[src/rtl/lpb_pkg.sv]
package lpb_pkg;

    localparam int DEF_ADDR_W     = 20;
    localparam int DEF_DATA_W     = 32;
    localparam int DEF_LINE_WORDS = 8;

    typedef enum logic [1:0] {
        FS_IDLE,
        FS_ASK,
        FS_FILL
    } fetch_state_e;

    function automatic int bits_for(input int n);
        return (n < 2) ? 1 : $clog2(n);
    endfunction

endpackage

[src/rtl/lpb_addr_split.sv]
module lpb_addr_split
    import lpb_pkg::*;
#(
    parameter int ADDR_W     = DEF_ADDR_W,
    parameter int DATA_W     = DEF_DATA_W,
    parameter int LINE_WORDS = DEF_LINE_WORDS,
    localparam int OFF_W     = bits_for(DATA_W / 8),
    localparam int IDX_W     = bits_for(LINE_WORDS),
    localparam int TAG_W     = ADDR_W - IDX_W - OFF_W
) (
    input  logic [ADDR_W-1:0] addr,
    output logic [TAG_W-1:0]  tag,
    output logic [IDX_W-1:0]  idx
);

    logic unused_byte_sel;

    assign tag             = addr[ADDR_W-1 -: TAG_W];
    assign idx             = addr[OFF_W +: IDX_W];
    assign unused_byte_sel = ^addr[OFF_W-1:0];

endmodule

[src/rtl/lpb_line_state.sv]
module lpb_line_state
    import lpb_pkg::*;
#(
    parameter int TAG_W      = 15,
    parameter int LINE_WORDS = DEF_LINE_WORDS,
    localparam int IDX_W     = bits_for(LINE_WORDS)
) (
    input  logic             clk,
    input  logic             rst,
    input  logic             load,
    input  logic [TAG_W-1:0] load_tag,
    input  logic             fill_we,
    input  logic [IDX_W-1:0] fill_idx,
    input  logic [TAG_W-1:0] look_tag,
    input  logic [IDX_W-1:0] look_idx,
    output logic             same_line,
    output logic             word_ok
);

    logic [TAG_W-1:0]      tag_q;
    logic                  live_q;
    logic [LINE_WORDS-1:0] have_q;

    always_ff @(posedge clk) begin
        if (rst) begin
            tag_q  <= '0;
            live_q <= 1'b0;
            have_q <= '0;
        end else if (load) begin
            tag_q  <= load_tag;
            live_q <= 1'b1;
            have_q <= '0;
        end else if (fill_we) begin
            have_q[fill_idx] <= 1'b1;
        end
    end

    assign same_line = live_q && (tag_q == look_tag);
    assign word_ok   = same_line && have_q[look_idx];

endmodule

[src/rtl/lpb_fetch_ctl.sv]
module lpb_fetch_ctl
    import lpb_pkg::*;
#(
    parameter int TAG_W      = 15,
    parameter int LINE_WORDS = DEF_LINE_WORDS,
    localparam int IDX_W     = bits_for(LINE_WORDS),
    localparam logic [IDX_W-1:0] LAST_IDX = IDX_W'(LINE_WORDS - 1)
) (
    input  logic             clk,
    input  logic             rst,
    input  logic             host_valid,
    input  logic             same_line,
    input  logic [TAG_W-1:0] host_tag,
    input  logic             req_ready,
    input  logic             word_in,
    output logic             req_valid,
    output logic [TAG_W-1:0] req_tag,
    output logic             load,
    output logic             fill_we,
    output logic [IDX_W-1:0] fill_idx
);

    fetch_state_e     state_q;
    logic [TAG_W-1:0] tag_q;
    logic [IDX_W-1:0] ptr_q;

    always_ff @(posedge clk) begin
        if (rst) begin
            state_q <= FS_IDLE;
            tag_q   <= '0;
            ptr_q   <= '0;
        end else begin
            unique case (state_q)
                FS_IDLE: begin
                    if (host_valid && !same_line) begin
                        state_q <= FS_ASK;
                        tag_q   <= host_tag;
                    end
                end
                FS_ASK: begin
                    if (req_ready) begin
                        state_q <= FS_FILL;
                        ptr_q   <= '0;
                    end
                end
                FS_FILL: begin
                    if (word_in) begin
                        ptr_q <= ptr_q + 1'b1;
                        if (ptr_q == LAST_IDX) begin
                            state_q <= FS_IDLE;
                        end
                    end
                end
                default: state_q <= FS_IDLE;
            endcase
        end
    end

    assign req_valid = (state_q == FS_ASK);
    assign req_tag   = tag_q;
    assign load      = req_valid && req_ready;
    assign fill_we   = (state_q == FS_FILL) && word_in;
    assign fill_idx  = ptr_q;

endmodule

[src/rtl/lpb_word_store.sv]
module lpb_word_store
    import lpb_pkg::*;
#(
    parameter int DATA_W     = DEF_DATA_W,
    parameter int LINE_WORDS = DEF_LINE_WORDS,
    localparam int IDX_W     = bits_for(LINE_WORDS)
) (
    input  logic              clk,
    input  logic              we,
    input  logic [IDX_W-1:0]  widx,
    input  logic [DATA_W-1:0] wdata,
    input  logic [IDX_W-1:0]  ridx,
    output logic [DATA_W-1:0] rdata
);

    logic [DATA_W-1:0] word_q [LINE_WORDS];

    for (genvar g = 0; g < LINE_WORDS; g++) begin : g_word
        always_ff @(posedge clk) begin
            if (we && (widx == IDX_W'(g))) begin
                word_q[g] <= wdata;
            end
        end
    end

    assign rdata = word_q[ridx];

endmodule

[src/rtl/line_prefetch_buf.sv]
module line_prefetch_buf
    import lpb_pkg::*;
#(
    parameter int ADDR_W     = DEF_ADDR_W,
    parameter int DATA_W     = DEF_DATA_W,
    parameter int LINE_WORDS = DEF_LINE_WORDS,
    localparam int OFF_W     = bits_for(DATA_W / 8),
    localparam int IDX_W     = bits_for(LINE_WORDS),
    localparam int TAG_W     = ADDR_W - IDX_W - OFF_W
) (
    input  logic              clk,
    input  logic              rst,
    input  logic              host_rd_valid,
    input  logic [ADDR_W-1:0] host_rd_addr,
    output logic              host_rd_ready,
    output logic [DATA_W-1:0] host_rd_data,
    output logic              fetch_req_valid,
    input  logic              fetch_req_ready,
    output logic [ADDR_W-1:0] fetch_req_addr,
    input  logic              fill_valid,
    input  logic [DATA_W-1:0] fill_data
);

    logic [TAG_W-1:0] host_tag;
    logic [IDX_W-1:0] host_idx;
    logic [TAG_W-1:0] req_tag;
    logic             same_line;
    logic             word_ok;
    logic             load;
    logic             fill_we;
    logic [IDX_W-1:0] fill_idx;

    lpb_addr_split #(
        .ADDR_W(ADDR_W), .DATA_W(DATA_W), .LINE_WORDS(LINE_WORDS)
    ) u_split (
        .addr(host_rd_addr), .tag(host_tag), .idx(host_idx)
    );

    lpb_line_state #(
        .TAG_W(TAG_W), .LINE_WORDS(LINE_WORDS)
    ) u_state (
        .clk(clk), .rst(rst),
        .load(load), .load_tag(req_tag),
        .fill_we(fill_we), .fill_idx(fill_idx),
        .look_tag(host_tag), .look_idx(host_idx),
        .same_line(same_line), .word_ok(word_ok)
    );

    lpb_fetch_ctl #(
        .TAG_W(TAG_W), .LINE_WORDS(LINE_WORDS)
    ) u_ctl (
        .clk(clk), .rst(rst),
        .host_valid(host_rd_valid), .same_line(same_line),
        .host_tag(host_tag),
        .req_ready(fetch_req_ready), .word_in(fill_valid),
        .req_valid(fetch_req_valid), .req_tag(req_tag),
        .load(load), .fill_we(fill_we), .fill_idx(fill_idx)
    );

    lpb_word_store #(
        .DATA_W(DATA_W), .LINE_WORDS(LINE_WORDS)
    ) u_store (
        .clk(clk), .we(fill_we), .widx(fill_idx), .wdata(fill_data),
        .ridx(host_idx), .rdata(host_rd_data)
    );

    assign host_rd_ready  = host_rd_valid && word_ok;
    assign fetch_req_addr = {req_tag, {(IDX_W + OFF_W){1'b0}}};

endmodule

[config.mk]
export PLATFORM = sky130hd
export DESIGN_NAME = line_prefetch_buf
export DESIGN_NICKNAME = d
export VERILOG_FILES = /design/src/rtl/lpb_pkg.sv /design/src/rtl/lpb_addr_split.sv /design/src/rtl/lpb_line_state.sv /design/src/rtl/lpb_fetch_ctl.sv /design/src/rtl/lpb_word_store.sv /design/src/rtl/line_prefetch_buf.sv
export SDC_FILE = /design/constraint.sdc
export NUM_CORES = 1
export LEC_CHECK = 0
export CAP_MARGIN = 20
export CORE_AREA = 2 2 202 204
export DETAILED_ROUTE_END_ITERATION = 10
export DIE_AREA = 0 0 204 206
export HOLD_SLACK_MARGIN = 0.15
export PLACE_DENSITY = 0.56
export SETUP_SLACK_MARGIN = 0.15
export SYNTH_ARGS = -nofsm -noshare
export SYNTH_HDL_FRONTEND = slang
export SYNTH_HIERARCHICAL = 1
export SYNTH_SLANG_ARGS = --single-unit
[constraint.sdc]
create_clock -name clk -period 5.14 [get_ports clk]
set_input_delay 1.028 -clock clk [delete_from_list [all_inputs] [get_ports clk]]
set_output_delay 1.028 -clock clk [all_outputs]
set_load 0.01 [all_outputs]
==> flow_summary_export.csv <==
group,metric,value,unit
sta,finalCriticalPeriod,4.30,ns
sta,finalCritPeriodShare,83.7,%
yosys,yosysTopAreaCellShare,64.8,%
worst_setup_path,critPathLaunchType,"input port",
sta,max_freq,232,MHz
yosys,synth_common_cells,"edfxtp_1, dfxtp_1, mux4_1",
placed_design,globalplace.congestion,0.685,
job,drv_cap,0,
yosys,synth-seq-area-share,72.2,%
yosys,synth_most_common_cell,"edfxtp_1",
drt,routed_wl,24500,µm
yosys,synth-edff-count,256,
yosys,synthDistinctLibCells,33,
worst_setup_path,worstPathRequired,4.11,ns
clock_tree,clock_latency,0.51,ns
worst_setup_path,r2r_end,"u_store/word_q[0][26]$_DFFE_PP_",
worst_setup_path,cp.arrival,3.27,ns
grt,grt_max_degree,41,
worst_setup_path,crit_start,"host_rd_addr[9]",
sta,grt_setup_unrepaired,"false",
floorplan,die-area,42000,µm²
worst_setup_path,endpoint,"host_rd_ready",
final_layout,drive_gt1_share,18.2,%
hold_path,holdCritPathClass,"register to register",
grt,grt_overflow,0,
worst_setup_path,critPathCaptureType,"output port",
drt,vias,5760,
yosys,synthArstFlopShare,0,%
floorplan,start_util,29.5,%
pwr,ir_drop,0.171,mV
final_layout,finalNetCount,773,
yosys,yosys.area.top_type,"edfxtp_1",
pwr,power.density,370,nW/µm²
drt,viasPerCell,4.53,
sta,finalClockSkew,0.0161,ns
clock_tree,cts_resized,0,
sta,hold_viol_final,0,
drt,drt_iter0_markers,247,
grt,grt_pass1_wl,37100,µm
drt,drc,0,
floorplan,io_pins,111,
pwr,leakagePower,4.76,nW
floorplan,die_w,204,µm
yosys,synthTopCellsByArea,"edfxtp_1, mux4_1, dfxtp_1",
sta,final_max_slew_viol_count,0,
floorplan,rows,74,
yosys,syn_area,11900,µm²
clock_tree,cts_buffers,35,
floorplan,coreArea,40200,µm²
yosys,yosys_register_bits,300,
clock_tree,post-cts-setup-buffer-count,0,
final_layout,final_area,14600,µm²
placed_design,placed_area,13400,µm²
clock_tree,cts_hold_buf,0,
sta,worst_slew_pin_slew,0.843,ns
sta,finalSetupTns,0,ns
drt,wire_per_inst,19.3,µm
floorplan,die_h,206,µm
final_layout,syn_to_final_growth,22.8,%
clock_tree,cts.sinks,300,
drt,ant_nets,0,
sta,setup_viol,0,
clock_tree,cts_tree,"done",
worst_setup_path,reg2reg_from,"u_ctl/state_q[1]$_SDFFE_PP0P_",
yosys,syn_area_per_cell,19.6,µm²
worst_setup_path,worstSetupPathType,"input port to output port",
worst_setup_path,cp_max_fo,3,
yosys,syn_inst,605,
clock_tree,cts-root-buf,"clkbuf_16",
worst_setup_path,rrSetupSlack,2.58,ns
status,status,"complete, no violations",
clock_tree,ctsLongestPathBuffers,3,
placed_design,dpl.hpwl,13500,µm
yosys,ys.flop_type,"edfxtp_1",
yosys,yosys_warnings,6,
placed_design,port_buffers,103,
clock_tree,clk_pin_slew_worst_paths,0.05,ns
grt,grt_antenna_before_repair,2,
clock_tree,htreeDepth,2,
sta,max_slew_margin,43.5,%
drt,first_pass_iters,6,
grt,grt_pass1_vias,6050,
worst_setup_path,r2r_cells,5,
grt,grtUsageTotal,11.7,%
-- worst min-delay path by stage --
stage	startpoint	endpoint	slack [ns]	cells after the start
after floorplan	u_state/have_q[2]$_SDFFE_PP0P_	u_state/have_q[2]$_SDFFE_PP0P_	0.43	1
after global placement	u_state/have_q[2]$_SDFFE_PP0P_	u_state/have_q[2]$_SDFFE_PP0P_	0.44	1
after detailed placement	u_state/have_q[0]$_SDFFE_PP0P_	u_state/have_q[0]$_SDFFE_PP0P_	0.46	1
after CTS	u_state/have_q[0]$_SDFFE_PP0P_	u_state/have_q[0]$_SDFFE_PP0P_	0.47	1
after global routing	u_state/have_q[0]$_SDFFE_PP0P_	u_state/have_q[0]$_SDFFE_PP0P_	0.49	1
final	u_state/have_q[0]$_SDFFE_PP0P_	u_state/have_q[0]$_SDFFE_PP0P_	0.46	1
-- critical path, cell delays in order --
cell,delay (ns)
clkdlybuf4s50_1,0.49
xnor2_1,0.14
nand4_1,0.13
nor4_1,0.61
and2_1,0.21
and2_1,0.12
clkdlybuf4s50_1,0.54
-- placed cells by master (no fill, tap or decap), drive strengths merged, types with 4 or more instances in the layout --
master	synthesis	routed
nor2	28	28
a21oi	18	18
nand2b	6	6
buf	47	19
clkdlybuf4s50	0	99
clkinv	0	10
edfxtp	256	256
inv	3	4
nand4	4	4
a31oi	4	4
mux2i	17	17
clkbuf	3	45
conb	1	5
mux4	66	66
nand2	33	33
mux2	33	33
nor3	8	8
xnor2	15	15
dfxtp	44	44
-- layer usage --
metal / share of wire (%) / track usage [%] / vias to the layer above
met5: 0.045 / 0 / -
met4: 2.0 / 3.16 / 2
met3: 5.7 / 3.28 / 43
met2: 46 / 19.1 / 125
met1: 46 / 15.4 / 2960
li1: - / - / 2630
-- power by group --
part	total, mW	switching, mW	internal (mW)
combinational	0.314	0.146	0.168
sequential	2.67	0.0117	2.66
clock	2.41	0.938	1.47
-- registers in the layout, summed over array words and instances, names as in the netlist --
| signal | flops |
|---|---|
| u_state/live_q | 1 |
| u_ctl/req_tag | 15 |
| u_store/word_q | 256 |
| u_state/have_q | 8 |
| u_state/tag_q | 15 |
| u_ctl/fill_idx | 3 |
| u_ctl/state_q | 2 |
-- cell type report --
| class | instances | area, µm² |
|---|---|---|
| clock inverters | 16 | 166 |
| fillers | 3777 | 25600 |
| clock buffers | 45 | 965 |
| diodes | 1 | 2.50 |
| repair buffers | 118 | 1190 |
| well taps | 532 | 666 |
| multi-input cells | 256 | 3010 |
| flip-flops and latches | 300 | 8570 |
| inverters | 3 | 11.3 |
-- cells by family (layout without fill, tap and decap cells) --
group | count (synthesis) | count (layout) | synth area share (%)
DFF | 300 | 300 | 72.2
muxes | 116 | 116 | 18.4
and+or+nand+nor | 91 | 91 | 3.64
buffers and inverters | 53 | 182 | 3.02
AOI/OAI and AO/OA | 26 | 26 | 1.27
xor gates and xnor gates | 16 | 16 | 1.18
adders and majority gates | 2 | 2 | 0.211
other | 1 | 6 | 0.0316
-- metrics by stage --
step / hold WS [ns] / total power [mW] / util, % / setup WS [ns] / instances
6_report: 0.464 / 5.39 / 36.3 / 0.839 / 1271
3_5_place_dp: 0.456 / 3.04 / 33.4 / 0.823 / 1208
4_1_cts: 0.468 / 5.47 / 36.2 / 0.805 / 1269
3_3_place_gp: 0.444 / 3.03 / 33.4 / 0.828 / 1208
2_1_floorplan: 0.432 / 2.89 / - / 0.976 / 609
5_1_grt: 0.488 / 5.59 / 36.3 / 0.685 / 1270
(Power assumes the default switching activity.)
